[config.mk]
export PLATFORM = sky130hd
export DESIGN_NAME = ext_req_unit
export DESIGN_NICKNAME = d
export VERILOG_FILES = /design/src/rtl/ext_req_unit.sv
export SDC_FILE = /design/constraint.sdc
export NUM_CORES = 1
export LEC_CHECK = 0
export ABC_AREA = 0
export BUFFER_PORTS_ARGS = -buffer_cell sky130_fd_sc_hd__buf_2
export CORE_MARGIN = 2
export CORE_UTILIZATION = 35
export CTS_BUF_LIST = sky130_fd_sc_hd__clkbuf_16
export DETAILED_ROUTE_END_ITERATION = 16
export PLACE_DENSITY = 0.56
export SKIP_LAST_GASP = 1
export SLEW_MARGIN = 25
export SYNTH_ARGS = -nofsm -noshare
export SYNTH_HDL_FRONTEND = slang
export SYNTH_SLANG_ARGS = --single-unit
export TNS_END_PERCENT = 5
[constraint.sdc]
create_clock -name clk -period 4.3 [get_ports clk]
set_clock_uncertainty 0.2 [all_clocks]
set_input_delay 0.43 -clock clk [delete_from_list [all_inputs] [get_ports clk]]
set_output_delay 0.43 -clock clk [all_outputs]
set_load 0.005 [all_outputs]
[src/rtl/ext_req_unit.sv]
module ext_req_unit #(
  parameter int LINES  = 8,
  parameter int LINE_W = 64,
  parameter int WORD_W = 32
) (
  input  logic                        clk,
  input  logic                        rst_n,
  input  logic                        req_valid,
  output logic                        req_ready,
  input  logic [2:0]                  req_cmd,
  input  logic [$clog2(LINES)-1:0]    req_addr,
  input  logic                        req_excl,
  input  logic [LINE_W-1:0]           req_wdata,
  input  logic [LINE_W/8-1:0]         req_be,
  input  logic                        rd_rsp_valid,
  input  logic                        rd_rsp_err,
  output logic                        done,
  output logic                        rep_valid,
  output logic [1:0]                  rep_state,
  output logic                        rep_l1,
  output logic                        rep_has_data,
  output logic [LINE_W-1:0]           rep_data,
  output logic                        bus_err
);
  localparam int IDX_W = $clog2(LINES);
  localparam int BE_W  = LINE_W / 8;

  localparam logic [2:0] C_READ  = 3'd1;
  localparam logic [2:0] C_WRITE = 3'd2;
  localparam logic [2:0] C_INVAL = 3'd3;
  localparam logic [2:0] C_UPD   = 3'd4;
  localparam logic [2:0] C_SNOOP = 3'd5;
  localparam logic [2:0] C_INTV  = 3'd6;

  localparam logic [1:0] S_INV   = 2'd0;
  localparam logic [1:0] S_SHR   = 2'd1;
  localparam logic [1:0] S_DIRTY = 2'd3;

  logic              busy;
  logic [2:0]        cmd_q;
  logic [IDX_W-1:0]  addr_q;
  logic              excl_q;
  logic [LINE_W-1:0] wdata_q;
  logic [BE_W-1:0]   be_q;

  logic [1:0]        st  [LINES];
  logic              l1v [LINES];
  logic [LINE_W-1:0] dat [LINES];
  logic [WORD_W-1:0] irq_q;

  logic [LINE_W-1:0] merged;
  logic [1:0]        cur_st;

  assign req_ready = !busy;
  assign cur_st    = st[addr_q];

  always_comb begin
    merged = dat[addr_q];
    for (int b = 0; b < BE_W; b++)
      if (be_q[b]) merged[b*8 +: 8] = wdata_q[b*8 +: 8];
  end

  always_ff @(posedge clk) begin
    if (!rst_n) begin
      busy <= 1'b0;
      cmd_q <= '0; addr_q <= '0; excl_q <= 1'b0; wdata_q <= '0; be_q <= '0;
      irq_q <= '0;
      done <= 1'b0; rep_valid <= 1'b0; rep_state <= S_INV; rep_l1 <= 1'b0;
      rep_has_data <= 1'b0; rep_data <= '0; bus_err <= 1'b0;
      for (int i = 0; i < LINES; i++) begin
        st[i] <= S_INV; l1v[i] <= 1'b0; dat[i] <= '0;
      end
    end else begin
      done <= 1'b0; rep_valid <= 1'b0; rep_state <= S_INV; rep_l1 <= 1'b0;
      rep_has_data <= 1'b0; rep_data <= '0;
      bus_err <= rd_rsp_valid && rd_rsp_err;
      if (!busy) begin
        if (req_valid) begin
          busy <= 1'b1;
          cmd_q <= req_cmd; addr_q <= req_addr; excl_q <= req_excl;
          wdata_q <= req_wdata; be_q <= req_be;
        end
      end else begin
        busy <= 1'b0;
        done <= 1'b1;
        case (cmd_q)
          C_READ: begin
            rep_valid <= 1'b1;
            if (addr_q == '0) rep_data <= LINE_W'(irq_q);
          end
          C_WRITE: if (addr_q == '0) irq_q <= wdata_q[WORD_W-1:0];
          C_INVAL: begin
            st[addr_q] <= S_INV; l1v[addr_q] <= 1'b0;
          end
          C_UPD: begin
            dat[addr_q] <= merged; st[addr_q] <= S_DIRTY; l1v[addr_q] <= 1'b1;
          end
          C_SNOOP: begin
            rep_valid <= 1'b1; rep_state <= cur_st; rep_l1 <= l1v[addr_q];
            if (excl_q) begin
              st[addr_q] <= S_INV; l1v[addr_q] <= 1'b0;
            end
          end
          C_INTV: begin
            rep_valid <= 1'b1; rep_state <= cur_st; rep_l1 <= l1v[addr_q];
            if (cur_st == S_DIRTY) begin
              rep_has_data <= 1'b1; rep_data <= dat[addr_q];
            end
            if (excl_q) begin
              st[addr_q] <= S_INV; l1v[addr_q] <= 1'b0;
            end else if (cur_st != S_INV) begin
              st[addr_q] <= S_SHR;
            end
          end
          default: ;
        endcase
      end
    end
  end
endmodule

# Word-level counts from Yosys, hierarchy flattened

Memories as Yosys holds them, arrays and structs flattened. A register that Yosys moved wholly into a read port is not among the register bits.
Index checks and enable logic that the tools add are counted.

Register bits: 182
Memory bits (writable): 536
Bits of input ports: 84
Output and inout bits: 72
Logic and storage cells: 107
Memories kept: 3

Equal/unequal tests: 7
Muxes and demuxes: 59
Bitwise operators: 9
Reductions and logical operators: 16

Memories:

| name | depth | bits a word | rd ports | clocked after memory_dff | write ports | line | text |
|---|---|---|---|---|---|---|---|
| dat  | 8     | 64          | 1        | 1                        | 8           | 48   | `logic [LINE_W-1:0] dat [LINES];` |
| st   | 8     | 2           | 1        | 1                        | 8           | 46   | `logic [1:0] st [LINES];` |
| l1v  | 8     | 1           | 1        | 1                        | 8           | 47   | `logic l1v [LINES];` |

Operators with widths:

| kind               | number |
|---|---|
| $mux 64            | 2 |
| $pmux 64 s2        | 1 |
| $mux 8             | 8 |
| $reduce_or 64->1   | 1 |
| $mux 1             | 35 |
| $mux 32            | 1 |
| $mux 3             | 7 |
| $mux 2             | 5 |
| $eq 3x3->1 const B | 3 |
| $reduce_and 3->1   | 3 |
| $or 1x1->1         | 7 |
| $eq 3x2->1 const B | 2 |
| $reduce_or 2->1    | 3 |
| $reduce_and 2->1   | 2 |
| $eq 3x1->1 const B | 1 |
| $logic_not 3->1    | 1 |
| $reduce_or 3->1    | 1 |
| $eq 2x2->1 const B | 1 |
| $logic_not 1->1    | 2 |
| $not 1->1          | 2 |
| $reduce_bool 2->1  | 1 |
| $logic_and 1x1->1  | 1 |
| $reduce_or 1->1    | 1 |

# Logic depth before layout (Yosys ltp)

Gate-level depths: netlist of the first run.

Word-level depth: 11
Gate-level depth with buffers: 8
Gate-level depth less buffers: 6

# Worst setup path before layout of the first run

OpenSTA, ideal clock, no wires.

Path type: input-to-reg
Start point: in rst_n
End point: mem dat[6][0] (enable)
Setup time: 688 ps
Arrival: 2678 ps
Required time: 3412 ps
Slack: 735 ps
Stages: 8
Buffers on the path: 3
Path through: nand2_1 -> inv_1 -> and3_1 -> buf_2 -> nand2_1 -> buf_2 -> clkbuf_1 -> nand2_1

RTL lines:

| item        | line | text |
|---|---|---|
| from (decl) | 7    | `input logic rst_n,` |
| to (decl)   | 48   |  |

==> impl_metrics.csv, run 1 <==
group,metric,value,unit
grt,antenna_found_initial,0,
timing,fin_tns_setup,0,ps
clock_tree,cts_resized,0,
drt,wl_per_cell,21.27,um
worst_hold_path,hold_start,"req_wdata[63]",
worst_hold_path,holdPathStages,3,
timing,drv_slew,0,
synth,syn_area,30830,um2
setup_path,critPathLaunchType,"flop",
timing,period_share,75.04,%
setup_path,crit_buf_inv,2,
die,dieArea,90490,um2
layout,syn2layout_area_growth,17.04,%
drt,via_per_inst,5.066,
die,die_w,300.8,um
synth,ys.flop_type,"edfxtp_1",
drt,drc,0,
layout,antenna_cells,0,
setup_path,reg2reg_slack,1070,ps
setup_path,critical-path-max-stage-delay,710,ps
setup_path,worstPathCellList,"buf_4 -> nor2b_2 -> buf_4 -> a22o_1 -> o31a_1 -> nor2_1",
layout,mostFrequentLayoutCells,"528 x edfxtp_1, 357 x nor2_1, 298 x nand2_1",
clock_tree,post_cts_buffers,0,
power_and_ir_drop,p_leak,0.01267,uW
synth,yosysWarnings,0,
layout,seqCellArea,19750,um2
setup_path,critPathSlowestCell,"dfxtp_4",
timing,hold_viol,0,
die,core_region_area,87020,um2
timing,relSlewSlack,29.49,%
drt,drt-pass1-iter-count,5,
job,max_cap_viol_count,0,
die,row_count,108,
setup_path,arrival,3350,ps
synth,synth_cell_types,45,
status,status,"completed",
timing,setup_violations,0,
synth,ys_seq_area_share,64.02,%
layout,fin_nets,2662,
die,die_y,300.8,um
drt,vias,19237,
clock_tree,numCtsBuffers,80,
timing,period_minus_slack,3227,ps
drt,drt_iter0_markers,1633,
clock_tree,cts_buffer_depth,3,
worst_hold_path,min_to,"wdata_q[63]",
setup_path,crit_top_cell,"buf_4",
synth,synthCells,2384,
grt,grt_pass1_vias,19908,
synth,ys_ff_latch,722,
setup_path,critPathCaptureType,"flop",
placed_design,port_buffers,155,
die,start_util,35.43,%
layout,nFillCells,8156,
synth,synthArstFlopShare,0,%
timing,rsz0062_at_grt,"false",
setup_path,r2r-end,"dat[1][22]",
clock_tree,hold_buffers,80,
setup_path,path_delay_family,"buffers and inverters",
placed_design,place_congestion,0.7962,
grt,globalRouteOverflowTotal,0,
timing,worstMarginPinSlew,1056,ps
drt,finalWirelength,80750,um
clock_tree,cts.clk_slew.worst_paths,60,ps
power_and_ir_drop,power.density,436.5,nW/um2
layout,drive_gt1_share,26.87,%
setup_path,worst_ep_required_time,4430,ps
grt,grt_max_degree,129,
placed_design,hpwl,46700,um
clock_tree,clock-root-buffer,"clkbuf_16",
synth,synth_edf_count,528,
clock_tree,cts_sinks,722,
layout,final_common_cell,"edfxtp_1",
power_and_ir_drop,peakVddDrop,0.2820,mV
setup_path,path_max_fanout,36,
grt,grt_first_pass_wirelength,122800,um
worst_hold_path,hp-class,"input pin to flop",
synth,post_synth.cell_area_avg,12.93,um2
power_and_ir_drop,power.total,15750,uW
grt,grt_use_total,17.87,%
clock_tree,clock_latency,620,ps
die,io_pins,156,
clock_tree,cts_tree,"done",
drt,ant_nets,0,
synth,synth_nets,2468,
timing,max_freq,309.9,MHz
layout,multi_input_area,10230,um2
clock_tree,ctsHtreeMaxLevel,3,
setup_path,rr_worst_depth,6,
setup_path,critical_path_class,"flop to flop",
==> cells by family after synthesis <==
family,after synthesis,share of synthesized area [%]
compound gates,271,7.215
buf+inv,205,3.348
flops,722,64.02
mux,265,12.21
simple gates,921,13.22
==> synthesized netlist by cell type (all sizes together), types with 14 or more instances <==
cell | count | area [um2]
dfxtp | 194 | 3884
nand2 | 315 | 1182
clkbuf | 110 | 412.9
nor2b | 14 | 87.58
mux4 | 68 | 1531
o21ai | 24 | 120.1
a22o | 32 | 280.3
o31ai | 17 | 127.6
mux2i | 99 | 1129
o31a | 32 | 481.7
inv | 35 | 131.4
o22ai | 33 | 206.5
buf | 60 | 488.0
mux2 | 98 | 1104
nor2 | 542 | 2495
a21boi | 113 | 848.3
or2 | 16 | 100.1
edfxtp | 528 | 15860
==> sequential cells by signal, indices dropped and copies added (netlist names), 2 cells and up, named ones only <==
register / flops
l1v: 8
wdata_q: 64
be_q: 8
addr_q: 3
dat: 512
irq_q: 32
st: 16
rep_state: 2
cmd_q: 3
rep_data: 64
==> worst max-delay path by stage <==
| stage | slack (ps) | to | cells past startpoint |
|---|---|---|---|
| after global placement | 1060 | dat[5][41] | 8 |
| after detailed placement | 970 | dat[6][20] | 7 |
| after floorplan | 730 | dat[6][0] | 8 |
| after CTS | 1070 | dat[1][22] | 6 |
| after global routing | 900 | dat[1][22] | 6 |
| final | 1070 | dat[1][22] | 6 |
==> final cells by class <==
| cell class | instances | area share [%] |
|---|---|---|
| flip-flops and latches | 722 | 54.72 |
| multi-input cells | 1457 | 28.35 |
| clock buffers | 83 | 5.755 |
| repair buffers | 282 | 5.499 |
| well taps | 1155 | 4.004 |
| clock inverters | 63 | 1.307 |
| inverters | 35 | 0.3640 |
==> report_power, final <==
part | internal [uW] | switching, uW
combinational | 490 | 768
clock | 3910 | 2790
sequential | 7670 | 130
==> layer usage <==
| layer | GRT usage (%) | part of all wire (%) |
|---|---|---|
| met5 | 0 | 0 |
| met4 | 4.750 | 2.1 |
| met2 | 30.63 | 49 |
| met1 | 23.74 | 43 |
| met3 | 2.504 | 5.7 |
==> worst min-delay path, cell delays in order <==
cell and delay [ps]:
buf_2 90, nand2_1 210, a21boi_0 130
==> metrics by stage <==
step	utilization, %	cell area, um2	setup slack, ps	hold WS (ps)	cells
2_1_floorplan	-	30830	734.6	224.9	2384
3_3_place_gp	37.60	32720	1065	241.0	3571
3_5_place_dp	37.61	32730	973.4	242.7	3571
4_1_cts	41.46	36080	1074	50.23	3797
5_1_grt	41.47	36090	902.7	83.68	3797
6_report	41.47	36090	1073	111.6	3797
Power figures use the tool's default switching activity.
==> run 2, diff against run 1 <==
PLACE_DENSITY = 0.58   (was 0.56)
clock period = 2.7 ns   (was 4.3 ns; I/O delays follow)
==> impl_metrics.csv, run 2 (synthesis results as in run 1) <==
group,metric,value,unit
drt,finalWirelength,83230,um
die,core_region_area,87020,um2
die,io_pins,156,
die,row_count,108,
timing,rsz0062_at_grt,"true",
placed_design,place_area,33500,um2
drt,wl_per_cell,21.66,um
power_and_ir_drop,peakVddDrop,0.4655,mV
layout,final_common_cell,"edfxtp_1",
clock_tree,cts_tree,"done",
drt,top_layer_used,"met5",
setup_path,rr_worst_depth,5,
die,die_w,300.8,um
die,dieArea,90490,um2
setup_path,critical_path_class,"flop to flop",
die,die_y,300.8,um
grt,grt_first_pass_wirelength,125000,um
timing,max_freq,385.4,MHz
layout,final_util,42.49,%
grt,grt_max_degree,138,
clock_tree,cts.clk_slew.worst_paths,60,ps
setup_path,worst_ep_required_time,2870,ps
clock_tree,clock-root-buffer,"clkbuf_16",
setup_path,critPathLaunchType,"flop",
timing,drv_slew,0,
job,max_cap_viol_count,0,
drt,vias,19514,
layout,regMostFlops,"dat",
setup_path,arrival,2770,ps
timing,hold_viol,0,
drt,met3WireLength,5541,um
placed_design,hpwl,47660,um
grt,globalRouteOverflowTotal,0,
drt,drt-pass1-iter-count,6,
power_and_ir_drop,power.total,25210,uW
clock_tree,numCtsBuffers,81,
drt,drt_iter0_markers,1436,
layout,final_area,36970,um2
grt,grt_pass1_vias,20169,
layout,syn2layout_area_growth,19.91,%
layout,fin_nets,2704,
timing,setup_violations,0,
worst_hold_path,hp-class,"input pin to flop",
setup_path,critPathCaptureType,"flop",
drt,via_per_inst,5.078,
layout,antenna_cells,0,
timing,period_share,96.11,%
clock_tree,ctsHtreeMaxLevel,3,
drt,met1_length,34070,um
worst_hold_path,holdPathStages,4,
layout,drive_gt1_share,27.86,%
layout,mostFrequentLayoutCells,"528 x edfxtp_1, 357 x nor2_1, 298 x nand2_1",
layout,largest_reg_flops,512,
grt,grt_use_total,18.43,%
placed_design,port_buffers,155,
status,status,"completed",
layout,reg.largest.list,"dat: 512 flops, rep_data: 64 flops, wdata_q: 64 flops",
timing,worstMarginPinSlew,1017,ps
setup_path,path_max_fanout,34,
drt,route.met2.wl,41640,um
die,start_util,35.43,%
clock_tree,clock_latency,640,ps
clock_tree,cts_sinks,722,
drt,drc,0,
power_and_ir_drop,power.density,681.8,nW/um2
drt,ant_nets,0,
clock_tree,cts_buffer_depth,3,
placed_design,place_congestion,0.8083,
timing,relSlewSlack,32.05,%
power_and_ir_drop,p_leak,0.01309,uW
placed_design,dp_slack,-1.542,ps
timing,period_minus_slack,2595,ps
grt,antenna_found_initial,3,
timing,fin_ws,105.0,ps
run 2: final cells by class:
type                            count  area [um2]
Fill cell                        8043       50050
Multi-Input combinational cell   1457       10240
Inverter                           35       131.4
Timing Repair Buffer              323        2820
Sequential cell                   722       19750
Clock inverter                     64       412.9
Clock buffer                       87        2177
Tap cell                         1155        1445
run 2: final timing paths:
path	start	to	slack, ps
min reg2reg	irq_q[7]	rep_data[7]	260
max	flop	dat[1][46]	110
min	req_valid	wdata_q[57]	40
max reg2reg	flop	dat[1][46]	110
run 2: critical path, cell delays in order (launching register included):
cell and delay [ps]:
dfxtp_4 470, buf_12 320, mux4_2 550, mux2i_1 360
mux2_2 360, nor2_1 70
run 2: stage by stage:
step,TNS [ps],instances,hold WS (ps)
after global placement,-11.73,3605,242.4
after CTS,0,3843,3.397
after floorplan,-49000,2384,214.9
after global routing,-169.0,3843,57.18
after detailed placement,-1.542,3605,246.4
final,0,3843,41.55
run 2: metal layers:
metal / vias to the layer above / track usage [%]
met3: 132 / 3.319
met1: 9792 / 23.42
met4: 2 / 5.473
met2: 657 / 31.99
met5: - / 0
li1: 8931 / -
run 2: timing repair:
item                                    CTS  global route
endpoints found under the setup margin    1            16
hold buffers                             87             0
hold endpoints to repair                 84             0
setup buffers                             0             0
gates resized for setup                   1             1
run 2: report_power, final:
part	switching, uW	total (uW)	internal, uW
Clock	4560	10700	6120
Sequential	156	12400	12200
Combinational	1280	2160	877
Total	6000	25200	19200
